==> src/rtl/sop_pkg.sv <==
package sop_pkg;
  localparam int INSTR_W = 16;
  localparam int MODE_N  = 8;

  // one-hot mode bit positions
  localparam int M_REG  = 0;
  localparam int M_IDX  = 1;
  localparam int M_SYM  = 2;
  localparam int M_ABS  = 3;
  localparam int M_IND  = 4;
  localparam int M_AINC = 5;
  localparam int M_IMM  = 6;
  localparam int M_CON  = 7;

  localparam logic [5:0] PREFIX   = 6'b000100;
  localparam logic [2:0] OPC_BAD  = 3'd7;
  localparam logic [3:0] R_PC     = 4'd0;
  localparam logic [3:0] R_SR     = 4'd2;
  localparam logic [3:0] R_CG     = 4'd3;

  typedef struct packed {
    logic [5:0] top;
    logic [2:0] opc;
    logic       bw;
    logic [1:0] am;
    logic [3:0] rn;
  } sop_word_t;

  function automatic logic cg_hit(input logic [3:0] rn, input logic [1:0] am);
    return (rn == R_CG) || ((rn == R_SR) && am[1]);
  endfunction

  function automatic logic [3:0] cg_small(input logic [3:0] rn, input logic [1:0] am);
    logic [3:0] v;
    if (rn == R_SR) v = am[0] ? 4'd8 : 4'd4;
    else begin
      case (am)
        2'd1:    v = 4'd1;
        2'd2:    v = 4'd2;
        default: v = 4'd0;
      endcase
    end
    return v;
  endfunction

  function automatic logic cg_all_ones(input logic [3:0] rn, input logic [1:0] am);
    return (rn == R_CG) && (am == 2'd3);
  endfunction

  function automatic logic [1:0] ainc_step(input logic bw);
    return bw ? 2'd1 : 2'd2;
  endfunction
endpackage

==> src/rtl/sop_field_split.sv <==
module sop_field_split
  import sop_pkg::*;
(
  input  logic [INSTR_W-1:0] instr_i,
  output sop_word_t          fld_o,
  output logic               word_ok_o
);
  assign fld_o     = sop_word_t'(instr_i);
  assign word_ok_o = (fld_o.top == PREFIX) && (fld_o.opc != OPC_BAD);
endmodule

==> src/rtl/sop_mode_sel.sv <==
module sop_mode_sel
  import sop_pkg::*;
#(
  parameter int DATA_W = 16
) (
  input  logic              word_ok_i,
  input  logic              bw_i,
  input  logic [1:0]        am_i,
  input  logic [3:0]        rn_i,
  output logic [MODE_N-1:0] mode_o,
  output logic              need_ext_o,
  output logic [DATA_W-1:0] cg_val_o,
  output logic [1:0]        step_o,
  output logic              clr_hi_o,
  output logic              cg_active_o
);
  localparam int PAD_W = DATA_W - 4;

  assign cg_active_o = word_ok_i && cg_hit(rn_i, am_i);

  always_comb begin
    mode_o     = '0;
    need_ext_o = 1'b0;
    cg_val_o   = '0;
    step_o     = 2'd0;
    clr_hi_o   = 1'b0;
    if (word_ok_i) begin
      if (cg_active_o) begin
        mode_o[M_CON] = 1'b1;
        cg_val_o = cg_all_ones(rn_i, am_i) ? '1
                                            : {{PAD_W{1'b0}}, cg_small(rn_i, am_i)};
      end else begin
        case (am_i)
          2'd0: begin
            mode_o[M_REG] = 1'b1;
            clr_hi_o      = bw_i;
          end
          2'd1: begin
            need_ext_o = 1'b1;
            if (rn_i == R_PC)      mode_o[M_SYM] = 1'b1;
            else if (rn_i == R_SR) mode_o[M_ABS] = 1'b1;
            else                   mode_o[M_IDX] = 1'b1;
          end
          2'd2: mode_o[M_IND] = 1'b1;
          default: begin
            if (rn_i == R_PC) begin
              mode_o[M_IMM] = 1'b1;
              need_ext_o    = 1'b1;
            end else begin
              mode_o[M_AINC] = 1'b1;
              step_o         = ainc_step(bw_i);
            end
          end
        endcase
      end
    end
  end
endmodule

==> src/rtl/sop_addr_gen.sv <==
module sop_addr_gen #(
  parameter int DATA_W = 16
) (
  input  logic              sym_i,
  input  logic              abs_i,
  input  logic              idx_i,
  input  logic [DATA_W-1:0] ext_i,
  input  logic [DATA_W-1:0] pc_i,
  input  logic [DATA_W-1:0] rv_i,
  output logic [DATA_W-1:0] ea_o
);
  always_comb begin
    if (sym_i)      ea_o = pc_i + ext_i;
    else if (abs_i) ea_o = ext_i;
    else if (idx_i) ea_o = rv_i + ext_i;
    else            ea_o = '0;
  end
endmodule

==> src/rtl/sop_operand_decoder.sv <==
module sop_operand_decoder
  import sop_pkg::*;
#(
  parameter int DATA_W = 16
) (
  input  logic              clk,
  input  logic              rst_n,
  input  logic [15:0]       instr_i,
  input  logic [DATA_W-1:0] ext_word_i,
  input  logic [DATA_W-1:0] pc_i,
  input  logic [DATA_W-1:0] reg_val_i,
  output logic              valid_o,
  output logic [2:0]        opcode_o,
  output logic              byte_o,
  output logic [3:0]        reg_num_o,
  output logic [7:0]        mode_o,
  output logic              need_ext_o,
  output logic [DATA_W-1:0] cg_val_o,
  output logic [1:0]        step_o,
  output logic              clr_hi_o,
  output logic [DATA_W-1:0] ea_o
);
  sop_word_t         fld_w;
  logic              word_ok_w;
  logic [MODE_N-1:0] mode_w;
  logic              need_ext_w;
  logic [DATA_W-1:0] cg_val_w;
  logic [1:0]        step_w;
  logic              clr_hi_w;
  logic              cg_active_w;
  logic [DATA_W-1:0] ea_w;

  sop_field_split u_split (
    .instr_i   (instr_i),
    .fld_o     (fld_w),
    .word_ok_o (word_ok_w)
  );

  sop_mode_sel #(.DATA_W(DATA_W)) u_mode (
    .word_ok_i   (word_ok_w),
    .bw_i        (fld_w.bw),
    .am_i        (fld_w.am),
    .rn_i        (fld_w.rn),
    .mode_o      (mode_w),
    .need_ext_o  (need_ext_w),
    .cg_val_o    (cg_val_w),
    .step_o      (step_w),
    .clr_hi_o    (clr_hi_w),
    .cg_active_o (cg_active_w)
  );

  sop_addr_gen #(.DATA_W(DATA_W)) u_addr (
    .sym_i (mode_w[M_SYM]),
    .abs_i (mode_w[M_ABS]),
    .idx_i (mode_w[M_IDX]),
    .ext_i (ext_word_i),
    .pc_i  (pc_i),
    .rv_i  (reg_val_i),
    .ea_o  (ea_w)
  );

  always_ff @(posedge clk) begin
    if (!rst_n) begin
      valid_o    <= 1'b0;
      opcode_o   <= '0;
      byte_o     <= 1'b0;
      reg_num_o  <= '0;
      mode_o     <= '0;
      need_ext_o <= 1'b0;
      cg_val_o   <= '0;
      step_o     <= '0;
      clr_hi_o   <= 1'b0;
      ea_o       <= '0;
    end else begin
      valid_o    <= word_ok_w;
      opcode_o   <= fld_w.opc;
      byte_o     <= fld_w.bw;
      reg_num_o  <= fld_w.rn;
      mode_o     <= mode_w;
      need_ext_o <= need_ext_w;
      cg_val_o   <= cg_val_w;
      step_o     <= step_w;
      clr_hi_o   <= clr_hi_w;
      ea_o       <= ea_w;
    end
  end
endmodule

==> config.mk <==
export PLATFORM = sky130hd
export DESIGN_NAME = sop_operand_decoder
export DESIGN_NICKNAME = d
export VERILOG_FILES = /design/src/rtl/sop_pkg.sv /design/src/rtl/sop_field_split.sv /design/src/rtl/sop_mode_sel.sv /design/src/rtl/sop_addr_gen.sv /design/src/rtl/sop_operand_decoder.sv
export SDC_FILE = /design/constraint.sdc
export NUM_CORES = 1
export LEC_CHECK = 0
export ABC_AREA = 0
export BUFFER_PORTS_ARGS = -buffer_cell sky130_fd_sc_hd__buf_2
export CAP_MARGIN = 40
export CORE_MARGIN = 3
export CORE_UTILIZATION = 50
export DETAILED_ROUTE_END_ITERATION = 12
export HOLD_SLACK_MARGIN = 0.08
export PLACE_DENSITY = 0.89
export SLEW_MARGIN = 20
export SYNTH_ARGS = -nofsm -noshare
export SYNTH_HDL_FRONTEND = slang
export SYNTH_SLANG_ARGS = --single-unit
==> constraint.sdc <==
create_clock -name clk -period 5.6 [get_ports clk]
set_input_delay 0.84 -clock clk [delete_from_list [all_inputs] [get_ports clk]]
set_output_delay 0.84 -clock clk [all_outputs]
set_load 0.01 [all_outputs]
==> results of run 1 <==
logic make-up after synthesis:
logic type / synth area share
flops: 0.288
mux: 0.00342
xor+xnor: 0.0869
compound gates: 0.241
buf+inv: 0.0650
fa+ha+maj: 0.142
simple gates: 0.174
sequential cells by signal (all words and copies together) (netlist names):
signal,flops
need_ext_o,1
byte_o,1
valid_o,1
reg_num_o,4
step_o,2
opcode_o,3
clr_hi_o,1
cg_val_o,5
ea_o,16
mode_o,8
power groups by stage:
stage          Sequential, mW  Clock (mW)  Combinational, mW
2_1_floorplan           0.311           0              0.159
3_3_place_gp            0.309           0              0.221
3_5_place_dp            0.310           0              0.226
4_1_cts                 0.302       0.206              0.227
5_1_grt                 0.303       0.217              0.256
6_report                0.302       0.200              0.231
final timing paths:
check           from              endpoint  slack [ns]  depth (start not counted)
max    ext_word_i[0]   ea_o[10]$_SDFF_PN0_        2.73                         11
min       instr_i[6]  step_o[1]$_SDFF_PP0_        0.74                          2
cell usage after synthesis (2+ instances only):
cell / n / share of area
nor3_1: 7 / 0.012
buf_2: 2 / 0.0034
o21ai_0: 4 / 0.0068
and3_1: 4 / 0.0086
a31oi_1: 8 / 0.017
fa_1: 2 / 0.014
a222oi_1: 15 / 0.051
dfxtp_1: 42 / 0.29
and2_1: 14 / 0.030
xor2_1: 6 / 0.018
inv_2: 2 / 0.0026
buf_4: 12 / 0.031
o21ai_1: 2 / 0.0034
o31ai_1: 2 / 0.0051
ha_1: 30 / 0.13
inv_1: 16 / 0.021
o211ai_1: 3 / 0.0077
a21oi_1: 21 / 0.036
nor2_1: 31 / 0.040
o2111ai_1: 2 / 0.0060
a221o_1: 2 / 0.0068
a211o_1: 2 / 0.0060
a21o_1: 9 / 0.023
xnor2_1: 23 / 0.069
nor3b_1: 2 / 0.0051
nand3_1: 10 / 0.017
o21a_1: 3 / 0.0077
clkbuf_1: 6 / 0.0077
nand2b_1: 4 / 0.0086
nand2_1: 19 / 0.024
nor4_1: 2 / 0.0043
nor2b_1: 5 / 0.011
a221oi_1: 2 / 0.0060
metal layers:
layer  GRT usage  wire (um)  vias up
met3      0.0369        814        6
met1       0.284       3280     1331
li1            -          -     1430
met2       0.415       3730      171
met4      0.0698         65        0
met5           0          0        -
layout make-up:
| type | count | area, um2 | area share |
|---|---|---|---|
| multi-input cells | 253 | 1890 | 0.524 |
| flip-flops and latches | 42 | 841 | 0.233 |
| repair buffers | 121 | 624 | 0.173 |
| well taps | 72 | 90.1 | 0.0249 |
| clock buffers | 6 | 82.6 | 0.0229 |
| inverters | 18 | 67.6 | 0.0187 |
| clock inverters | 2 | 12.5 | 0.00347 |
through the flow:
step	total power, mW	utilization	cells	setup slack [ns]	cell area (um2)
5_1_grt	0.775	0.648	514	2.54	3610
2_1_floorplan	0.470	-	333	2.94	2920
6_report	0.733	0.648	514	2.73	3610
3_3_place_gp	0.530	0.625	503	2.56	3480
4_1_cts	0.736	0.644	512	2.75	3590
3_5_place_dp	0.535	0.627	504	2.45	3490
==> qor.yml, run 1 <==
outcome: "completed"
crit_type: "in -> reg"
drive_gt1_frac: 0.312
vdd.ir_drop.worst_uv: 125
cts_tree: "yes"
final_common_cell: "buf_2"
hpwl_um: 6430
hold_viol: 0
crit_path_max_fanout: 3
grt_remaining_overflow: 0
cts_resized: 0
grt_pass1_vias: 2686
max_slew_margin: 0.581
die_w_um: 82.5
diodes: 0
num_vias: 2938
power_frac_seq: 0.413
routedWlPerCell_um: 15.3
arrival_ns: 3.03
min_period_over_period: 0.512
switching_share: 0.315
io_pins: 119
netlist_instances: 333
avgViaCountPerCell: 5.72
path_clk_slew_ns: 0.09
dr.pass1.iters: 6
drv_slew: 0
final_nets: 539
syn_to_final_growth_pct: 23.5
start_kind: "input pin"
rows: 27
die_area_um2: 6800
drc: 0
antenna_found_initial: 0
synthArstFlopShare: 0
avgSynthCellArea_um2: 8.78
min_path_type: "in -> reg"
crit_buf_inv: 2
fin_setup_tns_ns: 0
powerDensity_nw_per_um2: 203
grt_max_degree: 19
cpPeakStageDelay_ns: 0.39
fin_crit_ns: 2.87
syn_nets: 431
synth-edff-count: 0
combinationalPowerShare: 0.315
cts_max_level: 2
core_area_um2: 5570
drt-total-wl_um: 7890
yosys_warnings: 0
synth_cell_types: 52
rsz0062_at_grt: "no"
cp-end-kind: "flop"
path_cells: "buf_2, ha_1, inv_1, fa_1, nor2b_1, o2111ai_1, a31oi_1, o22ai_1, xnor2_1, a222oi_1, nor2_1"
syn-cell-area_um2: 2920
p_int_mw: 0.502
hold_buffers: 0
crit_family: "compound AO/OA/AOI/OAI gates"
worst_pin_slew_ns: 0.625
clockRootBuffer: "clkbuf_8"
gp_congestion: 0.926
seq_area_frac_synth: 0.288
cts_sinks: 42
hold-worst-slack_ns: 0.739
grt_use_total: 0.232
cp_slowest_cell: "fa_1"
cts.path.max_buffers: 2
ys_seq_elements: 42
max_cap_viol_count: 0
worst_ep_required_time_ns: 5.77
postCtsSetupBuffers: 0
io_buffers: 118
netSwitchingPower_mw: 0.231
grt_pass1_wl_um: 12100
finalSetupViolCount: 0
cts_buffers: 5
start_util: 0.525
nFillCells: 463
fmax_mhz: 349
p_clk_frac: 0.273
power.leakage_nw: 1.81
final_cell_mix: "buf_2, dfxtp_1, nor2_1, ha_1, xnor2_1"
drtAntennaViolNets: 0
die_h_um: 82.5
ys.flop_type: "dfxtp_1"
drtIter0Drc: 220
(Power assumes the default switching activity.)
==> run 2: changes to the inputs <==
--- a/config.mk
+++ b/config.mk
@@ -9,10 +9,10 @@
 export BUFFER_PORTS_ARGS = -buffer_cell sky130_fd_sc_hd__buf_2
 export CAP_MARGIN = 40
 export CORE_MARGIN = 3
-export CORE_UTILIZATION = 50
+export CORE_UTILIZATION = 44
 export DETAILED_ROUTE_END_ITERATION = 12
 export HOLD_SLACK_MARGIN = 0.08
-export PLACE_DENSITY = 0.89
+export PLACE_DENSITY = 0.84
 export SLEW_MARGIN = 20
 export SYNTH_ARGS = -nofsm -noshare
 export SYNTH_HDL_FRONTEND = slang
==> constraint.sdc (replaced) <==
create_clock -name clk -period 2.45 [get_ports clk]
set_input_delay 0.3675 -clock clk [delete_from_list [all_inputs] [get_ports clk]]
set_output_delay 0.3675 -clock clk [all_outputs]
set_load 0.01 [all_outputs]
==> run 2 against run 1 <==
Net effect: via count grew 3.0%; combinational power grew 140%; total power grew to 2.6 times the previous value; count of clock-buffer cells in the layout shrank 1; final cell count grew 3.9%; largest power group unchanged; worst setup slack lost 2.5 ns; sequential share of layout area shrank 0.97 points; die area grew 13%.
==> qor.yml, run 2 (synthesis results as in run 1) <==
outcome: "completed"
arrival_ns: 2.42  # -0.61 ns
die_area_um2: 7660  # +13%
finalSetupViolCount: 0  # unchanged
cp-end-kind: "flop"
top_layer: "met5"
fmax_mhz: 445
max_slew_margin: 0.630  # +0.0488
powerDensity_nw_per_um2: 506  # +150%
antenna_found_initial: 1  # +1
setup_ws_ns: 0.201  # -2.53 ns
core_area_um2: 6390  # +15%
start_kind: "input pin"
dp_worst_setup_slack_ns: -0.102  # -2.55 ns
cts_sinks: 42  # unchanged
avgViaCountPerCell: 5.67  # -0.86%
worst_ep_required_time_ns: 2.62  # -3.15 ns
grt_pass1_vias: 2808  # +4.5%
hpwl_um: 6670  # +3.7%
final_common_cell: "buf_2"
drtAntennaViolNets: 0  # unchanged
diodes: 0  # unchanged
die_w_um: 87.5  # +6.1%
fin_crit_ns: 2.25
route.met2.wl_um: 3860  # +3.4%
clockRootBuffer: "clkbuf_8"
cts_buffers: 5  # unchanged
wl_met1_um: 3480  # +6.2%
grt_pass1_wl_um: 13000  # +6.8%
min_period_over_period: 0.918
grt_max_degree: 18  # -1
hold_viol: 0  # unchanged
drt-total-wl_um: 8230  # +4.3%
dr.pass1.iters: 5  # -1
grt_remaining_overflow: 0  # unchanged
regMostFlops: "ea_o"
largest_reg_flops: 16  # unchanged
min_path_type: "in -> reg"
io_pins: 119  # unchanged
cpPeakStageDelay_ns: 0.34  # -0.05 ns
syn_to_final_growth_pct: 28.8
final_nets: 554  # +2.8%
routedWlPerCell_um: 15.4  # +0.35%
path_cells: "buf_2, buf_4, ha_1, inv_1, fa_1, nor2b_1, o2111ai_1, nand2_1, a221oi_1, xnor2_1, a222oi_1, nor2_1"
crit_path_max_fanout: 4  # +1
cts_max_level: 2  # unchanged
max_cap_viol_count: 0  # unchanged
die_h_um: 87.5  # +6.1%
start_util: 0.458  # -0.0667
power.leakage_nw: 1.90  # +5.1%
top_regs: "ea_o x16, mode_o x8, cg_val_o x5"
drive_gt1_frac: 0.337  # +0.0248
crit_type: "in -> reg"
drv_slew: 0  # unchanged
grt_use_total: 0.210  # -0.0222
drc: 0  # unchanged
rsz0062_at_grt: "no"
route.met3.wl_um: 733  # -10%
rows: 29  # +7.4%
cts.path.max_buffers: 2  # unchanged
gp_congestion: 0.894  # -3.5%
vdd.ir_drop.worst_uv: 581  # +360%
drtIter0Drc: 289  # +31%
finalPower_mw: 1.91  # +160%
path_clk_slew_ns: 0.09  # about the same
cp_slowest_cell: "a221oi_1"
cts_tree: "yes"
final_cell_mix: "buf_2, dfxtp_1, nor2_1, ha_1, xnor2_1"
worst_pin_slew_ns: 0.554  # -0.0716 ns
io_buffers: 118  # unchanged
num_vias: 3026  # +3.0%
nFillCells: 572  # +24%
hold_buffers: 0  # unchanged
==> run 2: cell count changes in the layout (fill, tap and decap cells not counted) <==
cell        previous run  this run
buf_4                  0        18
buf_6                  3         0
bufinv_16              0         2
a31oi_1                8         7
a31oi_2                0         1
clkbuf_8               6         5
clkinv_2               1         0
clkinv_4               0         1
clkinvlp_4             1         0
==> run 2: report_power, final <==
group	leakage (nW)	total (mW)	switching [mW]	internal, mW
clock	0.0683	0.653	0.245	0.408
sequential	0.340	0.691	0.00144	0.689
combinational	1.49	0.562	0.306	0.256
==> run 2: path summary, 6_finish.rpt <==
kind,startpoint,to,slack [ns],cells after the start
worst max-delay path,ext_word_i[0],ea_o[12]$_SDFF_PN0_,0.20,12
worst min-delay path,instr_i[6],step_o[1]$_SDFF_PP0_,0.26,2
==> run 2: worst max-delay path: cells and delay by family <==
family | cells | cell delay [ns]
AOI/OAI and AO/OA | 3 | 0.87
adders and majority gates | 2 | 0.43
buffers and inverters | 3 | 0.33
and+or+nand+nor | 3 | 0.32
xor gates and xnor gates | 1 | 0.11
==> run 2: what timing repair did <==
item | CTS | global route
setup buffers | 0 | 0
gates resized for setup | 0 | 1
endpoints found under the setup margin | 0 | 1
==> run 2: layout make-up <==
| type | instances | area (um2) | share of cell area |
|---|---|---|---|
| Multi-Input combinational cell | 253 | 1900 | 0.504 |
| Sequential cell | 42 | 841 | 0.223 |
| Timing Repair Buffer | 136 | 726 | 0.193 |
| Tap cell | 77 | 96.3 | 0.0256 |
| Clock buffer | 5 | 68.8 | 0.0183 |
| Clock inverter | 3 | 68.8 | 0.0183 |
| Inverter | 18 | 67.6 | 0.0179 |
==> run 2: routing by layer <==
layer / global-route usage / vias to the layer above
li1: - / 1460
met1: 0.283 / 1367
met2: 0.349 / 177
met3: 0.0284 / 20
met4: 0.0656 / 2
met5: 0 / -
==> run 2: per-stage QoR <==
step	hold slack, ns	util	instance area (um2)	cells	setup TNS, ns
6_report	0.260	0.590	3770	534	0
5_1_grt	0.253	0.590	3770	534	0
4_1_cts	0.248	0.589	3760	534	0
3_5_place_dp	0.569	0.567	3620	526	-0.231
3_3_place_gp	0.563	0.567	3620	526	-0.0240
2_1_floorplan	0.439	-	2920	333	0
==> run 3: changes to the inputs <==
--- a/config.mk
+++ b/config.mk
@@ -7,12 +7,12 @@
 export LEC_CHECK = 0
 export ABC_AREA = 0
 export BUFFER_PORTS_ARGS = -buffer_cell sky130_fd_sc_hd__buf_2
-export CAP_MARGIN = 40
+export CAP_MARGIN = 20
 export CORE_MARGIN = 3
-export CORE_UTILIZATION = 44
+export CORE_UTILIZATION = 50
 export DETAILED_ROUTE_END_ITERATION = 12
 export HOLD_SLACK_MARGIN = 0.08
-export PLACE_DENSITY = 0.84
+export PLACE_DENSITY = 0.89
 export SLEW_MARGIN = 20
 export SYNTH_ARGS = -nofsm -noshare
 export SYNTH_HDL_FRONTEND = slang
==> constraint.sdc (replaced) <==
create_clock -name clk -period 2.9 [get_ports clk]
set_input_delay 0.29 -clock clk [delete_from_list [all_inputs] [get_ports clk]]
set_output_delay 0.29 -clock clk [all_outputs]
set_load 0.01 [all_outputs]
==> run 3 against run 2 <==
Net effect: die area down 11%; first-iteration DRC count decreased by 25%; highest routed layer is now met4; sequential power decreased by 15%; largest power group unchanged; wire length is 0.32% higher; combinational power is 20% lower; sequential share of layout area up 0.72 points.
==> qor.yml, run 3 (synthesis results as in run 1) <==
crit_type: "in -> reg"
num_vias: 3014  # -0.40%
cts_buffers: 5  # unchanged
antenna_found_initial: 0  # -1
power_frac_seq: 0.368  # +0.005
power.leakage_nw: 1.83  # -3.6%
syn_to_final_growth_pct: 24.8
fmax_mhz: 436
crit_buf_inv: 2  # -1
cp-end-kind: "flop"
final_nets: 540  # -2.5%
nFillCells: 474  # -17%
clockRootBuffer: "clkbuf_8"
hold_buffers: 0  # unchanged
die_h_um: 82.5  # -5.8%
vdd.ir_drop.worst_uv: 318  # -45%
fin_crit_ns: 2.29
grt_pass1_vias: 2733  # -2.7%
start_util: 0.525  # +0.0667
avgViaCountPerCell: 5.85  # +3.3%
min_to: "step_o[1]$_SDFF_PP0_"
dr.pass1.iters: 5  # unchanged
cts_max_level: 2  # unchanged
fin_setup_tns_ns: 0  # unchanged
io_buffers: 118  # unchanged
cpPeakStageDelay_ns: 0.41  # +0.07 ns
netSwitchingPower_mw: 0.463  # -16%
drtIter0Drc: 216  # -25%
io_pins: 119  # unchanged
die_area_um2: 6800  # -11%
start_kind: "input pin"
setup_ws_ns: 0.608  # +0.406 ns
core_area_um2: 5570  # -13%
powerDensity_nw_per_um2: 435  # -14%
grt_pass1_wl_um: 12400  # -4.4%
drt-total-wl_um: 8250  # +0.32%
final_cell_mix: "buf_2, dfxtp_1, nor2_1, ha_1, xnor2_1"
regMostFlops: "ea_o"
cts.path.max_buffers: 2  # unchanged
diodes: 0  # unchanged
p_int_mw: 1.13  # -17%
drv_slew: 0  # unchanged
die_w_um: 82.5  # -5.8%
min_path_cells: 2  # unchanged
finalPower_mw: 1.59  # -17%
hpwl_um: 6600  # -1.1%
routedWlPerCell_um: 16.0  # +4.0%
finalSetupViolCount: 0  # unchanged
crit_top_cell: "a31oi_1"
largest_reg_flops: 16  # unchanged
arrival_ns: 2.46  # +0.04 ns
top_regs: "ea_o x16, mode_o x8, cg_val_o x5"
final_core_util: 0.655  # +0.0648
cp_slowest_cell: "fa_1"
rsz0062_at_grt: "no"
cts_resized: 0  # unchanged
grt_use_total: 0.236  # +0.0253
min_period_over_period: 0.790
crit_path_max_fanout: 3  # -1
crit_family: "compound AO/OA/AOI/OAI gates"
outcome: "completed"
worst_pin_slew_ns: 0.595  # +0.0412 ns
hold_viol: 0  # unchanged
gp_congestion: 0.945  # +5.7%
grt_remaining_overflow: 0  # unchanged
path_cells: "buf_2, ha_1, inv_1, fa_1, nor2b_1, o2111ai_1, a31oi_1, a31oi_1, xnor2_1, a222oi_1, nor2_1"
cts_tree: "yes"
min_path_type: "in -> reg"
drive_gt1_frac: 0.314  # -0.0232
rows: 27  # -6.9%
hp-start: "instr_i[6]"
combinationalPowerShare: 0.282  # -0.013
drtAntennaViolNets: 0  # unchanged
drc: 0  # unchanged
dp_worst_setup_slack_ns: 0.329  # +0.430 ns
postCtsSetupBuffers: 0  # unchanged
worst_ep_required_time_ns: 3.07  # +0.45 ns
max_slew_margin: 0.603  # -0.0275
switching_share: 0.291  # +0.00191
max_cap_viol_count: 0  # unchanged
p_clk_frac: 0.350  # +0.007
hold-worst-slack_ns: 0.184  # -0.0760 ns
grt_max_degree: 17  # -1
final_common_cell: "buf_2"
cts_sinks: 42  # unchanged
path_clk_slew_ns: 0.08  # about the same
-- run 3: changes by cell type in the layout (fill, tap and decap cells not counted) --
| cell | change |
|---|---|
| buf_4 | -14 |
| a31oi_1 | +1 |
| a31oi_2 | -1 |
-- run 3: final cells by class --
type / count / area, um2 / area share
repair buffers: 122 / 621 / 0.170
clock buffers: 5 / 68.8 / 0.0189
well taps: 72 / 90.1 / 0.0247
multi-input cells: 253 / 1890 / 0.519
flip-flops and latches: 42 / 841 / 0.230
inverters: 18 / 67.6 / 0.0185
clock inverters: 3 / 68.8 / 0.0189
-- run 3: worst max path at each step --
stage	from	to	slack [ns]	cells past startpoint
6_report	ext_word_i[0]	ea_o[14]$_SDFF_PN0_	0.61	11
2_1_floorplan	ext_word_i[0]	ea_o[14]$_SDFF_PN0_	0.79	10
3_3_place_gp	ext_word_i[0]	ea_o[14]$_SDFF_PN0_	0.42	11
4_1_cts	ext_word_i[0]	ea_o[14]$_SDFF_PN0_	0.63	11
5_1_grt	ext_word_i[0]	ea_o[14]$_SDFF_PN0_	0.44	11
3_5_place_dp	ext_word_i[0]	ea_o[14]$_SDFF_PN0_	0.33	11
-- run 3: stage by stage --
stage               instances  cell area, um2
floorplan                 333            2920
global placement          507            3510
detailed placement        507            3510
CTS                       515            3650
global route              515            3650
finish                    515            3650
-- run 3: metal layers --
layer | share of wire | global-route usage | vias up
li1 | - | - | 1432
met1 | 0.40 | 0.278 | 1382
met2 | 0.48 | 0.421 | 181
met3 | 0.10 | 0.0358 | 19
met4 | 0.016 | 0.0963 | 0
met5 | 0 | 0 | -
-- run 3: power groups by stage --
stage          Clock [mW]  Combinational (mW)  Sequential [mW]
3_5_place_dp            0               0.438            0.598
5_1_grt             0.590               0.492            0.585
2_1_floorplan           0               0.307            0.601
4_1_cts             0.563               0.442            0.584
3_3_place_gp            0               0.426            0.597
6_report            0.556               0.448            0.584
